File: src/rtl/rs_pkg.sv
package rs_pkg;

    typedef enum logic [1:0] {
        SLOT_FREE  = 2'd0,
        SLOT_WAIT  = 2'd1,
        SLOT_READY = 2'd2
    } slot_state_t;

endpackage

File: src/rtl/rs_operand.sv
module rs_operand #(
    parameter int TAG_W  = 4,
    parameter int DATA_W = 16
) (
    input  logic              clk,
    input  logic              rst_n,
    input  logic              load,
    input  logic              ld_rdy,
    input  logic [TAG_W-1:0]  ld_tag,
    input  logic [DATA_W-1:0] ld_val,
    input  logic              cdb_valid,
    input  logic [TAG_W-1:0]  cdb_tag,
    input  logic [DATA_W-1:0] cdb_val,
    output logic              rdy_nxt,
    output logic [DATA_W-1:0] val
);

    logic              rdy_q;
    logic [TAG_W-1:0]  tag_q;
    logic [DATA_W-1:0] val_q;
    logic [TAG_W-1:0]  tag_d;
    logic [DATA_W-1:0] val_d;
    logic              hit_ld;
    logic              hit_q;

    assign hit_ld = cdb_valid && (cdb_tag == ld_tag);
    assign hit_q  = cdb_valid && (cdb_tag == tag_q);

    always_comb begin
        rdy_nxt = rdy_q;
        tag_d   = tag_q;
        val_d   = val_q;
        if (load) begin
            tag_d = ld_tag;
            if (ld_rdy) begin
                rdy_nxt = 1'b1;
                val_d   = ld_val;
            end else if (hit_ld) begin
                rdy_nxt = 1'b1;
                val_d   = cdb_val;
            end else begin
                rdy_nxt = 1'b0;
                val_d   = '0;
            end
        end else if (!rdy_q && hit_q) begin
            rdy_nxt = 1'b1;
            val_d   = cdb_val;
        end
    end

    always_ff @(posedge clk) begin
        if (!rst_n) begin
            rdy_q <= 1'b0;
            tag_q <= '0;
            val_q <= '0;
        end else begin
            rdy_q <= rdy_nxt;
            tag_q <= tag_d;
            val_q <= val_d;
        end
    end

    assign val = val_q;

    // a matching broadcast is latched with its value
    assert_tag_capture_R4: assert property (@(posedge clk) disable iff (!rst_n)
        (!load && !rdy_q && hit_q) |=> (rdy_q && val_q == $past(cdb_val)));

    // once captured, a value is not disturbed by later broadcasts
    assert_value_hold_R4: assert property (@(posedge clk) disable iff (!rst_n)
        (!load && rdy_q) |=> $stable(val_q));

endmodule

File: src/rtl/rs_pick.sv
module rs_pick #(
    parameter int N = 4
) (
    input  logic [N-1:0] req,
    output logic [N-1:0] grant,
    output logic         any
);

    always_comb begin
        logic seen;
        seen  = 1'b0;
        grant = '0;
        for (int i = 0; i < N; i++) begin
            grant[i] = req[i] && !seen;
            seen     = seen | req[i];
        end
        any = seen;
    end

endmodule

File: src/rtl/rs_slot.sv
module rs_slot
    import rs_pkg::*;
#(
    parameter int OP_W   = 4,
    parameter int TAG_W  = 4,
    parameter int DATA_W = 16
) (
    input  logic              clk,
    input  logic              rst_n,
    input  logic              flush,
    input  logic              alloc,
    input  logic              issue_go,
    input  logic [OP_W-1:0]   ld_op,
    input  logic [TAG_W-1:0]  ld_dst,
    input  logic              ld_r1,
    input  logic [TAG_W-1:0]  ld_t1,
    input  logic [DATA_W-1:0] ld_v1,
    input  logic              ld_r2,
    input  logic [TAG_W-1:0]  ld_t2,
    input  logic [DATA_W-1:0] ld_v2,
    input  logic              cdb_valid,
    input  logic [TAG_W-1:0]  cdb_tag,
    input  logic [DATA_W-1:0] cdb_val,
    output logic              is_free,
    output logic              is_ready,
    output logic [OP_W-1:0]   op,
    output logic [TAG_W-1:0]  dst,
    output logic [DATA_W-1:0] v1,
    output logic [DATA_W-1:0] v2
);

    slot_state_t       state_q;
    slot_state_t       state_d;
    logic              r1_nxt;
    logic              r2_nxt;
    logic [OP_W-1:0]   op_q;
    logic [TAG_W-1:0]  dst_q;

    rs_operand #(.TAG_W(TAG_W), .DATA_W(DATA_W)) u_src1 (
        .clk(clk), .rst_n(rst_n), .load(alloc),
        .ld_rdy(ld_r1), .ld_tag(ld_t1), .ld_val(ld_v1),
        .cdb_valid(cdb_valid), .cdb_tag(cdb_tag), .cdb_val(cdb_val),
        .rdy_nxt(r1_nxt), .val(v1)
    );

    rs_operand #(.TAG_W(TAG_W), .DATA_W(DATA_W)) u_src2 (
        .clk(clk), .rst_n(rst_n), .load(alloc),
        .ld_rdy(ld_r2), .ld_tag(ld_t2), .ld_val(ld_v2),
        .cdb_valid(cdb_valid), .cdb_tag(cdb_tag), .cdb_val(cdb_val),
        .rdy_nxt(r2_nxt), .val(v2)
    );

    // next-state logic
    always_comb begin
        state_d = state_q;
        if (flush) begin
            state_d = SLOT_FREE;
        end else begin
            unique case (state_q)
                SLOT_FREE:  if (alloc) state_d = (r1_nxt && r2_nxt) ? SLOT_READY : SLOT_WAIT;
                SLOT_WAIT:  if (r1_nxt && r2_nxt) state_d = SLOT_READY;
                SLOT_READY: if (issue_go) state_d = SLOT_FREE;
                default:    state_d = SLOT_FREE;
            endcase
        end
    end

    // state and payload registers
    always_ff @(posedge clk) begin
        if (!rst_n) begin
            state_q <= SLOT_FREE;
            op_q    <= '0;
            dst_q   <= '0;
        end else begin
            state_q <= state_d;
            if (alloc) begin
                op_q  <= ld_op;
                dst_q <= ld_dst;
            end
        end
    end

    // outputs
    always_comb begin
        is_free  = (state_q == SLOT_FREE);
        is_ready = (state_q == SLOT_READY);
        op       = op_q;
        dst      = dst_q;
    end

    assert_alloc_only_free_R2: assert property (@(posedge clk) disable iff (!rst_n)
        alloc |-> (state_q == SLOT_FREE));

    assert_issue_only_ready_R5: assert property (@(posedge clk) disable iff (!rst_n)
        issue_go |-> (state_q == SLOT_READY));

    assert_flush_frees_R10: assert property (@(posedge clk) disable iff (!rst_n)
        flush |=> (state_q == SLOT_FREE));

endmodule

File: src/rtl/rs_wakeup_station.sv
module rs_wakeup_station #(
    parameter int ENTRIES = 4,
    parameter int OP_W    = 4,
    parameter int TAG_W   = 4,
    parameter int DATA_W  = 16
) (
    input  logic              clk,
    input  logic              rst_n,
    input  logic              flush,
    input  logic              ins_valid,
    input  logic [OP_W-1:0]   ins_op,
    input  logic [TAG_W-1:0]  ins_dst,
    input  logic              ins_s1_rdy,
    input  logic [TAG_W-1:0]  ins_s1_tag,
    input  logic [DATA_W-1:0] ins_s1_val,
    input  logic              ins_s2_rdy,
    input  logic [TAG_W-1:0]  ins_s2_tag,
    input  logic [DATA_W-1:0] ins_s2_val,
    output logic              ins_ready,
    input  logic              cdb_valid,
    input  logic [TAG_W-1:0]  cdb_tag,
    input  logic [DATA_W-1:0] cdb_val,
    output logic              iss_valid,
    output logic [OP_W-1:0]   iss_op,
    output logic [TAG_W-1:0]  iss_dst,
    output logic [DATA_W-1:0] iss_v1,
    output logic [DATA_W-1:0] iss_v2,
    input  logic              fu_ready
);

    logic [ENTRIES-1:0] free_req;
    logic [ENTRIES-1:0] free_grant;
    logic               free_any;
    logic [ENTRIES-1:0] rdy_req;
    logic [ENTRIES-1:0] rdy_grant;
    logic               rdy_any;
    logic [ENTRIES-1:0] alloc;
    logic [ENTRIES-1:0] issue_go;
    logic               accept;

    logic [OP_W-1:0]   slot_op  [ENTRIES];
    logic [TAG_W-1:0]  slot_dst [ENTRIES];
    logic [DATA_W-1:0] slot_v1  [ENTRIES];
    logic [DATA_W-1:0] slot_v2  [ENTRIES];

    rs_pick #(.N(ENTRIES)) u_free_pick (
        .req(free_req), .grant(free_grant), .any(free_any)
    );

    rs_pick #(.N(ENTRIES)) u_issue_pick (
        .req(rdy_req), .grant(rdy_grant), .any(rdy_any)
    );

    assign ins_ready = free_any && !flush;
    assign accept    = ins_valid && ins_ready;
    assign iss_valid = rdy_any && !flush;

    generate
        for (genvar g = 0; g < ENTRIES; g++) begin : g_slot
            assign alloc[g]    = accept && free_grant[g];
            assign issue_go[g] = rdy_grant[g] && iss_valid && fu_ready;

            rs_slot #(.OP_W(OP_W), .TAG_W(TAG_W), .DATA_W(DATA_W)) u_slot (
                .clk(clk), .rst_n(rst_n), .flush(flush),
                .alloc(alloc[g]), .issue_go(issue_go[g]),
                .ld_op(ins_op), .ld_dst(ins_dst),
                .ld_r1(ins_s1_rdy), .ld_t1(ins_s1_tag), .ld_v1(ins_s1_val),
                .ld_r2(ins_s2_rdy), .ld_t2(ins_s2_tag), .ld_v2(ins_s2_val),
                .cdb_valid(cdb_valid), .cdb_tag(cdb_tag), .cdb_val(cdb_val),
                .is_free(free_req[g]), .is_ready(rdy_req[g]),
                .op(slot_op[g]), .dst(slot_dst[g]),
                .v1(slot_v1[g]), .v2(slot_v2[g])
            );
        end
    endgenerate

    // one-hot issue mux
    always_comb begin
        iss_op  = '0;
        iss_dst = '0;
        iss_v1  = '0;
        iss_v2  = '0;
        for (int i = 0; i < ENTRIES; i++) begin
            if (rdy_grant[i]) begin
                iss_op  = slot_op[i];
                iss_dst = slot_dst[i];
                iss_v1  = slot_v1[i];
                iss_v2  = slot_v2[i];
            end
        end
    end

    assert_single_issue_R7: assert property (@(posedge clk) disable iff (!rst_n)
        $onehot0(issue_go));

    assert_full_refuses_R2: assert property (@(posedge clk) disable iff (!rst_n)
        (free_req == '0) |-> !ins_ready);

    assert_stall_keeps_R8: assert property (@(posedge clk) disable iff (!rst_n)
        (iss_valid && !fu_ready && !flush) |=> (iss_valid || flush));

    assert_flush_empties_R10: assert property (@(posedge clk) disable iff (!rst_n)
        flush |=> !iss_valid);

endmodule

File: config.mk
export PLATFORM = sky130hd
export DESIGN_NAME = rs_wakeup_station
export DESIGN_NICKNAME = d
export VERILOG_FILES = /design/src/rtl/rs_pkg.sv /design/src/rtl/rs_operand.sv /design/src/rtl/rs_pick.sv /design/src/rtl/rs_slot.sv /design/src/rtl/rs_wakeup_station.sv
export SDC_FILE = /design/constraint.sdc
export NUM_CORES = 1
export LEC_CHECK = 0
export BUFFER_PORTS_ARGS = -buffer_cell sky130_fd_sc_hd__clkbuf_2
export CAP_MARGIN = 20
export CELL_PAD_IN_SITES_DETAIL_PLACEMENT = 1
export CELL_PAD_IN_SITES_GLOBAL_PLACEMENT = 1
export CORE_AREA = 2 2 201 203
export CTS_BUF_LIST = sky130_fd_sc_hd__clkbuf_4
export DETAILED_ROUTE_END_ITERATION = 6
export DIE_AREA = 0 0 203 205
export GPL_ROUTABILITY_DRIVEN = 0
export PLACE_DENSITY_LB_ADDON = 0.1
export SYNTH_ARGS = -nofsm -noshare
export SYNTH_HDL_FRONTEND = slang
export SYNTH_HIERARCHICAL = 1
export SYNTH_SLANG_ARGS = --single-unit
File: constraint.sdc
create_clock -name clk -period 2.6 [get_ports clk]
set_input_delay 0.13 -clock clk [delete_from_list [all_inputs] [get_ports clk]]
set_output_delay 0.13 -clock clk [all_outputs]
set_load 0.005 [all_outputs]
### After elaboration in Yosys (flattened, before gate mapping)

Cells that the tools add are included.
W data, S select, Z words.

* RAM bits: 0
* register bits after elaboration: 208
* bits in read-only memories: 0
* latch bits: 0
* output and inout port bits: 42
* logic and storage cells: 224
* memories: 0
* input port bits: 76

* equality and inequality tests: 30
* bitwise operators: 7
* divide/modulo/power cells: 0
* multiply operators: 0
* add/sub/neg operators: 0
* mux-type cells: 76
* shift-type cells: 0
* order comparisons: 0
* reductions and logical operators: 75

Operators with widths (count)
* $mux W16: 28
* $logic_and A1 B1 Y1: 43
* $eq A4 B4 Y1: 10
* $mux W2: 16
* $mux W4: 8
* $ne A2 B1 Y1 const B: 12
* $pmux W2 S3: 4
* $mux W1: 20
* $reduce_bool A2 Y1: 8
* $logic_not A1 Y1: 15
* $reduce_and A3 Y1: 4
* $eq A2 B1 Y1 const B: 4
* $eq A2 B2 Y1 const B: 4
* $logic_not A2 Y1: 4
* $or A1 B1 Y1: 6
* $reduce_or A2 Y1: 1
* $not A1 Y1: 1

### Depth between registers and ports, before layout

Gate-level depths: netlist (run 1).

* word-level depth: 12
* mapped depth: 10
* gate-level depth less buffers: 8

### Cells and area by module

Netlist (run 1), hierarchy kept.

Modules (own cells, without submodules)
* rs_operand: area each 1406.3 µm², times used 8, cells an instance 161, sequential area each 420.4 µm²
* rs_slot: area each 395.4 µm², times used 4, cells an instance 35, sequential area each 200.2 µm²
* rs_wakeup_station: area each 1174.9 µm², times used 1, cells an instance 158, sequential area each 0.0 µm²
* rs_pick: area each 37.5 µm², times used 2, cells an instance 5, sequential area each 0.0 µm²

### Least setup slack after synthesis (run 1)

OpenSTA, ideal clock, no wires.

* kind: register to register
* start point: register g_slot[1].u_slot.state_q[1]
* end point: register g_slot[0].u_slot.state_q[0]
* arrival time: 2.236 ns
* period minus slack after synthesis: 2.316 ns
* slack: 0.284 ns
* stages on the path, launching flop included: 11
* library setup time: 0.080 ns
* required time: 2.520 ns
* path buffers: 2
* cell sequence: dfxtp_1 -> nor2_1 -> or4_1 -> nor2b_1 -> and3_1 -> buf_2 -> clkbuf_1 -> a311oi_1 -> a21oi_1 -> nand2_1 -> nor3b_1

* longest elaborated chain between the ends: 12
* elaborated cells on any way between the ends: 24
* those cells by class: eq/ne: 4; mux: 5; bitwise: 6; reduce/logical: 9

Ends and longest elaborated chain
* start: declaration: RTL line rs_slot.sv:32 `slot_state_t state_q;`
* start signal: assignment: RTL line rs_slot.sv:75 `state_q <= state_d;`
* $logic_not A2 Y1 *: RTL line rs_slot.sv:85 `is_free = (state_q == SLOT_FREE);`
* net free_req[1]: RTL line rs_wakeup_station.sv:31 `logic [ENTRIES-1:0] free_req;`
* $or A1 B1 Y1 * (3 in series): RTL line rs_pick.sv:15 `seen = seen | req[i];`
* net free_any: RTL line rs_wakeup_station.sv:33 `logic free_any;`
* $logic_and A1 B1 Y1 *: RTL line rs_wakeup_station.sv:54 `assign ins_ready = free_any && !flush;`
* net ins_ready: RTL line rs_wakeup_station.sv:19 `output logic ins_ready,`
* $logic_and A1 B1 Y1 *: RTL line rs_wakeup_station.sv:55 `assign accept = ins_valid && ins_ready;`
* $logic_and A1 B1 Y1 *: RTL line rs_wakeup_station.sv:60 `assign alloc[g] = accept && free_grant[g];`
* net alloc[0]: RTL line rs_wakeup_station.sv:37 `logic [ENTRIES-1:0] alloc;`
* $mux W1 *: RTL line rs_operand.sv:33 `if (load) begin`
* net g_slot[0].u_slot.r1_nxt: RTL line rs_slot.sv:34 `logic r1_nxt;`
* $logic_and A1 B1 Y1 *: RTL line rs_slot.sv:60, rs_slot.sv:61
* $mux W2 (2 in series): RTL line rs_slot.sv:60 `SLOT_FREE: if (alloc) state_d = (r1_nxt && r2_nxt) ? SLOT_READY : SLOT_WAIT;`
* $pmux W2 S3: RTL line rs_slot.sv:59 `unique case (state_q)`
* end signal: assignment: RTL line rs_slot.sv:75
* end: declaration: RTL line rs_slot.sv:32

The timed path passes the listed nets; every way through them passes the cells marked *. The select of a mux whose other input is x is not followed.
A chain may end at the register's enable or synchronous reset.

### Final worst setup path (run 1)

* start point: register g_slot[1].u_slot.state_q[1]
* end point: output port iss_v2[8]

* longest elaborated chain between the ends: 6
* elaborated cells on any way between the ends: 11
* those cells by class: eq/ne: 1; mux: 3; bitwise: 2; reduce/logical: 5

Ends and longest elaborated chain
* $eq A2 B2 Y1: RTL line rs_slot.sv:86 `is_ready = (state_q == SLOT_READY);`
* net rdy_req[1]: RTL line rs_wakeup_station.sv:34 `logic [ENTRIES-1:0] rdy_req;`
* $or A1 B1 Y1 (2 in series): RTL line rs_pick.sv:15
* $logic_not A1 Y1: RTL line rs_pick.sv:14 `grant[i] = req[i] && !seen;`
* $logic_and A1 B1 Y1: RTL line rs_pick.sv:14
* net rdy_grant[3]: RTL line rs_wakeup_station.sv:35 `logic [ENTRIES-1:0] rdy_grant;`
* $mux W16: RTL line rs_wakeup_station.sv:84 `if (rdy_grant[i]) begin`
* end: declaration: RTL line rs_wakeup_station.sv:27 `output logic [DATA_W-1:0] iss_v2,`

The timed path passes the listed nets, and every way through them passes these cells.

==> flow_summary.json, run 1 <==
{
  "run_status": "complete, but fails checks",
  "violations": "setup timing",
  "antenna_found_initial": 3,
  "async_reset_ff_frac": 0,
  "drv_slew": 0,
  "initial_core_util": 0.358,
  "startpoint_type": "flop",
  "min_from": "cdb_val[6]",
  "worstPathMaxFanout": 8,
  "firstDrtPassIters": 5,
  "power_leakage_nw": 6.23,
  "grt_pass1_vias": 14400,
  "grt_pass1_wl_um": 86500,
  "hp-class": "input pin to flop",
  "clockBufferDepth": 3,
  "synthTopCellsByCount": "293 x nor2_1, 208 x dfxtp_1, 162 x a21oi_1, 138 x nand2_1, 80 x a221oi_2",
  "insertion_delay_ns": 0.77,
  "synth_area_leaders": "dfxtp_1 30%, a221oi_2 8.5%, a41oi_2 8.3%",
  "rsz0062_at_grt": "true",
  "synth_top_area_frac": 0.296,
  "dp.final_hpwl_um": 36700,
  "viasPerCell": 5.89,
  "finalSetupViolCount": 3,
  "synth_ff_type": "dfxtp_1",
  "p_per_area_nw_per_um2": 485,
  "die_w_um": 203,
  "synth_xor_area_frac": 0.0398,
  "synth.yosys.seq_area_share": 0.296,
  "htreeDepth": 3,
  "core_area_um2": 39400,
  "yosys.area_share.simple": 0.173,
  "critical_path_class": "flop to primary output",
  "synth_top_family_by_area": "compound AO/OA/AOI/OAI gates",
  "clockRootBuffer": "clkbuf_4",
  "track_usage": 0.272,
  "synth_compound_area_frac": 0.371,
  "grt_max_degree": 73,
  "synth_area_um2": 14100,
  "port_buffers": 117,
  "max_freq_ghz": 0.383,
  "layout-drive-gt1-share": 0.341,
  "fin_crit_ns": 2.61,
  "tightest_slew_ns": 1.04,
  "clock_sinks": 208,
  "ys_ff_latch": 208,
  "die_area_um2": 41600,
  "clk_pin_slew_worst_paths_ns": 0.06,
  "crit_path_end_kind": "primary output",
  "syn_nets": 1672,
  "grt_overflow": 0,
  "row_count": 73,
  "total_power_mw": 8.36,
  "synth_edf_count": 0,
  "synth_most_common_cell": "nor2_1",
  "pre_cts_ws_ns": 0.0847,
  "avgSynthCellArea_um2": 8.82,
  "via_count": 13900,
  "fin_skew_ns": 0.0638,
  "required_ns": 2.47,
  "maxSlewHeadroom": 0.306,
  "peakVddDrop_mv": 0.239,
  "layout.nets": 1873,
  "die_h_um": 205,
  "dp_cells": 2175,
  "io_pins": 118,
  "cap_violations": 0,
  "hold_violations": 0,
  "worstSetupStartpoint": "g_slot[1].u_slot/state_q[1]$_SDFFE_PP0P_",
  "post-route-period-util": 1.00,
  "ant_nets": 0,
  "synthCells": 1596,
  "wl_per_cell_um": 24.6,
  "cts_tree": "built",
  "synth_top_area_cell": "dfxtp_1",
  "worstPathArrival_ns": 2.48,
  "fin_cells": 2359,
  "r2r_start": "g_slot[0].u_slot/state_q[1]$_SDFFE_PP0P_",
  "area_growth_pct": 22.6,
  "drtIter0Drc": 1001,
  "drc": 0,
  "final.setup.worst_slack_ns": -0.00928,
  "yosys_warnings": 6,
  "synth_mux_area_frac": 0.0455,
  "cts_buffers": 69,
  "synth_adder_area_share": 0,
  "routed_wl_um": 58100,
  "yosysUniqueCellTypes": 42
}
-- stage by stage --
stage	hold WS (ns)	util	instance area [um2]	setup TNS [ns]
floorplan	0.258	-	14100	0
global placement	0.456	0.387	15200	0
detailed placement	0.473	0.387	15200	0
CTS	0.0230	0.431	17000	-0.924
global route	0.0610	0.438	17300	-1.96
finish	0.0528	0.438	17300	-0.0181
-- flip-flops by register name, summed over array words and instances (netlist names) --
| register | count |
|---|---|
| g_slot.u_slot/u_src1/val | 64 |
| g_slot.u_slot/dst | 16 |
| g_slot.u_slot/u_src2/val | 64 |
| g_slot.u_slot/state_q | 8 |
| g_slot.u_slot/u_src1/tag_q | 16 |
| g_slot.u_slot/u_src2/tag_q | 16 |
| g_slot.u_slot/u_src1/rdy_q | 4 |
| g_slot.u_slot/u_src2/rdy_q | 4 |
| g_slot.u_slot/op | 16 |
-- layer usage --
layer	wire length, um	track usage
met3	2890	0.0477
met5	0	0
met1	26700	0.365
met2	27000	0.445
met4	1460	0.0863
-- report_power, final --
part	internal (mW)	switching, mW	leakage (nW)
Combinational	0.535	1.04	4.05
Sequential	3.30	0.0719	1.69
Clock	1.82	1.60	0.490
Total	5.65	2.71	6.23
-- worst paths after layout --
kind / endpoint / slack, ns / cells after the start
hold / removal: g_slot[3].u_slot/u_src2/val[6]$_SDFFE_PN0P_ / 0.05 / 3
setup reg to reg: g_slot[1].u_slot/u_src2/val[9]$_SDFFE_PN0P_ / 0.11 / 9
setup / recovery: iss_v2[8] / -0.009 / 8
hold reg to reg: g_slot[2].u_slot/state_q[0]$_SDFFE_PP0P_ / 0.46 / 1
-- worst max-delay path, stage by stage (launching register included) --
cell and delay, ns:
dfxtp_2 0.32, nor2b_4 0.15, nor4b_4 0.29, buf_6 0.16, nand2b_4 0.18, buf_12 0.16, o22ai_1 0.10, a21oi_2 0.20
clkbuf_2 0.17
-- what timing repair did --
item,4_1_cts,5_1_grt
setup endpoints to repair,40,137
hold buffers,52,0
gates cloned,4,4
hold endpoints to repair,196,0
pin swaps,1,8
resized for setup,56,53
setup buffers,6,11
-- cell families (layout without fill, tap and decap cells) --
family | count (synthesis) | after routing
flops | 208 | 208
xor+xnor | 64 | 64
simple gates | 530 | 532
compound gates | 550 | 550
mux | 64 | 64
other cells | 0 | 2
buf+inv | 180 | 414
-- layout make-up --
cell class                      count  area [um2]
Timing Repair Buffer              283        2330
Tap cell                          525         657
Sequential cell                   208        4180
Fill cell                        4558       22100
Inverter                           25        95.1
Clock inverter                      6        48.8
Clock buffer                      100         751
Multi-Input combinational cell   1210        9200
Antenna cell                        2        5.00
-- cell usage in the layout (no fill, tap or decap), types with 7 or more instances in the layout --
| cell type | n |
|---|---|
| a41oi_1 | 56 |
| dfxtp_1 | 201 |
| mux2i_1 | 64 |
| o22ai_1 | 24 |
| xnor2_1 | 16 |
| nand2_1 | 138 |
| clkbuf_4 | 100 |
| nand4_2 | 8 |
| a22oi_1 | 15 |
| nor2_1 | 292 |
| a221oi_1 | 46 |
| nor2b_4 | 7 |
| a41oi_2 | 72 |
| buf_2 | 17 |
| buf_4 | 84 |
| a211oi_1 | 8 |
| clkbuf_2 | 100 |
| dlygate4sd3_1 | 52 |
| a41o_1 | 8 |
| a21oi_1 | 147 |
| and2_1 | 8 |
| a22oi_2 | 23 |
| nor3_4 | 8 |
| inv_1 | 24 |
| nor2b_1 | 34 |
| buf_12 | 18 |
| a221oi_2 | 82 |
| xor2_1 | 48 |
| a21oi_2 | 35 |
| nor3_2 | 8 |
| o22ai_2 | 12 |
No activity file was read; power rests on OpenSTA's default activity.
==> inputs of run 2 (changes only) <==
CORE_AREA = 2 2 175 177   (was 2 2 201 203)
DIE_AREA = 0 0 177 179   (was 0 0 203 205)
==> run 2 against run 1 <==
Effect of this change:
- the flow still finishes with violations (setup timing)
- flip-flop and latch count stayed put
- first-iteration DRC count up 11%
- sequential power about the same
- total power up 0.95%
- die area down 24%
==> flow_summary.json, run 2 (synthesized netlist as in run 1, its figures left out) <==
{
  "run_status": "complete, but fails checks",
  "violations": "setup timing",
  "worstPathArrival_ns": 2.50,
  "mostFrequentLayoutCells": "290 x nor2_1, 202 x dfxtp_1, 151 x a21oi_1",
  "port_buffers": 117,
  "viasPerCell": 6.42,
  "cpPeakStageDelay_ns": 0.37,
  "cap_violations": 0,
  "cts_buffers": 67,
  "drc": 0,
  "rsz0062_at_grt": "true",
  "insertion_delay_ns": 0.71,
  "grt_max_degree": 45,
  "whs_ns": 0.0350,
  "row_count": 64,
  "ant_nets": 0,
  "final.setup.worst_slack_ns": -0.0255,
  "clock_sinks": 208,
  "antenna_found_initial": 1,
  "power_leakage_nw": 6.25,
  "cts_tree": "built",
  "initial_core_util": 0.469,
  "required_ns": 2.47,
  "pre_cts_ws_ns": 0.148,
  "wl_per_cell_um": 24.9,
  "crit_path_end_kind": "primary output",
  "critPathSlowestCell": "dfxtp_4",
  "hp-class": "input pin to flop",
  "firstDrtPassIters": 5,
  "peakVddDrop_mv": 0.271,
  "crit_chain": "nor2b_4 -> buf_4 -> nor2b_4 -> nor2b_4 -> buf_12 -> buf_12 -> a22oi_2 -> a21oi_2 -> clkbuf_2",
  "seqCellArea_um2": 4170,
  "grt_pass1_wl_um": 83000,
  "drtIter0Drc": 1107,
  "layout-drive-gt1-share": 0.345,
  "drv_slew": 0,
  "clockBufferDepth": 3,
  "track_usage": 0.340,
  "tightest_slew_ns": 1.01,
  "fillers": 3518,
  "finalSetupViolCount": 2,
  "io_pins": 118,
  "routed_wl_um": 55800,
  "die_w_um": 177,
  "core_area_um2": 30000,
  "crit_top_cell": "nor2b_4",
  "dp.final_hpwl_um": 35400,
  "fin_crit_ns": 2.63,
  "multi_input_area_um2": 9240,
  "via_count": 14400,
  "clockRootBuffer": "clkbuf_4",
  "die_h_um": 179,
  "grt_pass1_vias": 14400,
  "max_freq_ghz": 0.381,
  "fin_util": 0.571,
  "startpoint_type": "flop",
  "grt_overflow": 0,
  "worstPathMaxFanout": 9,
  "clk_pin_slew_worst_paths_ns": 0.06,
  "fin_skew_ns": 0.0497,
  "htreeDepth": 3,
  "p_per_area_nw_per_um2": 493,
  "post-route-period-util": 1.01,
  "critical_path_class": "flop to primary output",
  "layout.nets": 1868,
  "hold_violations": 0,
  "die_area_um2": 31700,
  "final_common_cell": "nor2_1",
  "maxSlewHeadroom": 0.323,
  "area_growth_pct": 21.7
}
[run 2: layout make-up]
type | count | area share
antenna | 2 | 0.000292
clock inverter | 16 | 0.00511
multi-input combinational | 1209 | 0.539
timing repair buffer | 281 | 0.133
clock buffer | 102 | 0.0447
sequential | 208 | 0.243
tap | 396 | 0.0289
inverter | 25 | 0.00547
[run 2: routing by layer]
| layer | part of all wire | track usage |
|---|---|---|
| met2 | 0.47 | 0.554 |
| met3 | 0.073 | 0.0604 |
| met4 | 0.030 | 0.131 |
| met1 | 0.43 | 0.447 |
| met5 | 0 | 0 |
[run 2: power breakdown]
part           total [mW]  internal (mW)  switching [mW]
sequential           3.37           3.29          0.0728
combinational        1.56          0.537            1.03
clock                3.51           1.88            1.63
[run 2: through the flow]
| stage | total power [mW] | cell area [um2] | TNS, ns | instances |
|---|---|---|---|---|
| after floorplan | 4.36 | 14100 | 0 | 1596 |
| after global placement | 4.85 | 15200 | 0 | 2053 |
| after detailed placement | 4.89 | 15200 | 0 | 2053 |
| after CTS | 8.46 | 16800 | -0.0568 | 2227 |
| after global routing | 8.80 | 17100 | -1.70 | 2238 |
| final | 8.44 | 17100 | -0.0390 | 2239 |
[run 2: final timing paths]
kind,start,endpoint,slack [ns],cells past startpoint
worst min register to register,g_slot[1].u_slot/state_q[1]$_SDFFE_PP0P_,g_slot[1].u_slot/state_q[0]$_SDFFE_PP0P_,0.45,1
worst min-delay path,ins_s2_val[1],g_slot[1].u_slot/u_src2/val[1]$_SDFFE_PN0P_,0.03,5
worst max-delay path,g_slot[1].u_slot/state_q[1]$_SDFFE_PP0P_,iss_v2[14],-0.03,9
worst max register to register,g_slot[3].u_slot/state_q[0]$_SDFFE_PP0P_,g_slot[2].u_slot/state_q[0]$_SDFFE_PP0P_,0.09,9
[run 2: worst max-delay path, delay by kind of cell, from the launching register on]
kind / cells / cell delay (ns)
DFF: 1 / 0.37
buffers and inverters: 4 / 0.57
and+or+nand+nor: 3 / 0.46
AOI/OAI and AO/OA: 2 / 0.37
[run 2: repair_timing]
| action | 4_1_cts | 5_1_grt |
|---|---|---|
| pin swaps | 4 | 4 |
| gates cloned | 3 | 3 |
| endpoints found under the hold margin | 137 | 0 |
| gates resized for setup | 44 | 46 |
| setup buffers | 9 | 7 |
| hold buffers | 44 | 0 |
| endpoints found under the setup margin | 40 | 96 |
==> inputs of run 3 (changes only) <==
CORE_AREA = 2 2 269 218   (was 2 2 175 177)
DIE_AREA = 0 0 271 220   (was 0 0 177 179)
==> run 3 against run 2 <==
Effect of this change:
- the flow still finishes with violations (setup timing)
- first-iteration DRC count down 33%
- wire length up 12%
- critical endpoint is now iss_v1[15]
- largest power group unchanged
- die area up 88%
==> flow_summary.json, run 3 (synthesized netlist as in run 1, its figures left out) <==
{
  "grt_pass1_wl_um": 92700,
  "dp.final_hpwl_um": 40400,
  "run_status": "complete, but fails checks",
  "critPathSlowestCell": "dfxtp_2",
  "p_per_area_nw_per_um2": 465,
  "maxSlewHeadroom": 0.322,
  "reg2reg_depth": 11,
  "required_ns": 2.47,
  "min_from": "cdb_val[7]",
  "critical_path_class": "flop to primary output",
  "grt_pass1_vias": 14200,
  "finalSetupViolCount": 25,
  "insertion_delay_ns": 0.80,
  "hold_end": "g_slot[3].u_slot/u_src2/val[7]$_SDFFE_PN0P_",
  "fin_skew_ns": 0.0469,
  "port_buffers": 117,
  "viasPerCell": 5.25,
  "worstPathMaxFanout": 7,
  "fin_cells": 2650,
  "drtIter0Drc": 741,
  "r2r_start": "g_slot[1].u_slot/state_q[0]$_SDFFE_PP0P_",
  "fin_area_um2": 18300,
  "tns_ns": -0.875,
  "clockRootBuffer": "clkbuf_4",
  "hp-class": "input pin to flop",
  "r2r_slack_ns": 0.08,
  "clk_pin_slew_worst_paths_ns": 0.06,
  "dp_cells": 2433,
  "area_growth_pct": 29.7,
  "dpl_cell_area_um2": 15700,
  "clockBufferDepth": 3,
  "startpoint_type": "flop",
  "grt_max_degree": 50,
  "grt_overflow": 0,
  "violations": "setup timing",
  "antenna_found_initial": 2,
  "drc": 0,
  "die_w_um": 271,
  "core_area_um2": 57200,
  "via_count": 13900,
  "routed_wl_um": 62700,
  "layout-drive-gt1-share": 0.358,
  "track_usage": 0.206,
  "firstDrtPassIters": 5,
  "cts_buffers": 69,
  "row_count": 79,
  "drv_slew": 0,
  "rr_endpoint": "g_slot[0].u_slot/u_src1/val[10]$_SDFFE_PN0P_",
  "crit_path_end_kind": "primary output",
  "die_area_um2": 59600,
  "peakVddDrop_mv": 0.160,
  "cts_tree": "built",
  "post-route-period-util": 1.03,
  "power_leakage_nw": 6.45,
  "initial_core_util": 0.246,
  "final_common_cell": "nor2_1",
  "tightest_slew_ns": 1.02,
  "hold_depth": 3,
  "die_h_um": 220,
  "mostFrequentLayoutCells": "292 x nor2_1, 200 x dfxtp_1, 145 x a21oi_1",
  "cpPeakStageDelay_ns": 0.32,
  "wl_per_cell_um": 23.7,
  "max_freq_ghz": 0.372,
  "ant_nets": 0,
  "htreeDepth": 3,
  "rsz0062_at_grt": "true",
  "fin_util": 0.319,
  "layout.nets": 1906,
  "clock_sinks": 208,
  "worstPathArrival_ns": 2.56,
  "fin_crit_ns": 2.69,
  "cap_violations": 0,
  "final.setup.worst_slack_ns": -0.0870,
  "crit_chain": "nor2b_4 -> nor4b_4 -> buf_4 -> nand2b_4 -> buf_12 -> o22ai_2 -> a21oi_2 -> buf_2",
  "hold_violations": 0,
  "io_pins": 118
}
[run 3: cell types whose count changed in the layout (fill, tap and decap cells not counted), sizes merged]
| cell | delta |
|---|---|
| and3 | +2 |
| buf | +17 |
| bufinv | -1 |
| clkbuf | -1 |
| clkinv | +7 |
| diode | +1 |
| dlygate4sd3 | +19 |
| inv | -6 |
[run 3: layer usage]
metal	GRT usage	vias to the layer above	share of wire
met5	0	-	0
met4	0.0599	0	0.017
met3	0.0363	75	0.037
met2	0.320	251	0.46
met1	0.288	7062	0.49
li1	-	6526	-
[run 3: timing repair]
action / 4_1_cts / 5_1_grt
endpoints found under the hold margin: 206 / 0
hold buffers: 63 / 0
resized for setup: 106 / 41
cloned: 7 / 3
pin swaps: 16 / 14
buffers inserted: 14 / 12
endpoints found under the setup margin: 41 / 178
[run 3: worst max-delay path by stage]
| stage | from | endpoint | slack [ns] | cells past startpoint |
|---|---|---|---|---|
| global placement | g_slot[3].u_slot/state_q[1]$_SDFFE_PP0P_ | iss_v2[5] | 0.20 | 8 |
| detailed placement | g_slot[2].u_slot/state_q[1]$_SDFFE_PP0P_ | g_slot[0].u_slot/u_src1/val[3]$_SDFFE_PN0P_ | 0.12 | 9 |
| finish | g_slot[1].u_slot/state_q[1]$_SDFFE_PP0P_ | iss_v1[15] | -0.09 | 8 |
| floorplan | g_slot[1].u_slot/state_q[1]$_SDFFE_PP0P_ | g_slot[0].u_slot/state_q[0]$_SDFFE_PP0P_ | 0.28 | 10 |
| global route | g_slot[1].u_slot/state_q[1]$_SDFFE_PP0P_ | iss_v1[1] | -0.24 | 8 |
| CTS | g_slot[0].u_slot/state_q[1]$_SDFFE_PP0P_ | iss_v1[0] | -0.16 | 9 |
[run 3: through the flow]
| stage | hold WS, ns | setup slack (ns) | power [mW] |
|---|---|---|---|
| global placement | 0.456 | 0.201 | 4.91 |
| finish | 0.0881 | -0.0870 | 8.49 |
| global route | 0.0315 | -0.236 | 8.97 |
| floorplan | 0.258 | 0.284 | 4.36 |
| CTS | 0.0117 | -0.156 | 8.63 |
| detailed placement | 0.467 | 0.124 | 4.94 |
[run 3: worst max-delay path, delay by kind of cell (launching register included)]
kind	cells	cell delay, ns
flops	1	0.32
buf+inv	3	0.51
simple gates	3	0.61
compound gates	2	0.31
[run 3: layout make-up]
type	count	area (um2)
Clock buffer	103	773
Multi-Input combinational cell	1211	9500
Antenna cell	3	7.51
Sequential cell	208	4180
Fill cell	6632	39000
Inverter	25	93.8
Clock inverter	16	61.3
Timing Repair Buffer	315	2690
Tap cell	769	962
[run 3: report_power, final]
group | internal (mW) | switching (mW) | leakage, nW
registers | 3.30 | 0.0759 | 1.69
clock network | 1.79 | 1.71 | 0.501
logic | 0.566 | 1.05 | 4.26
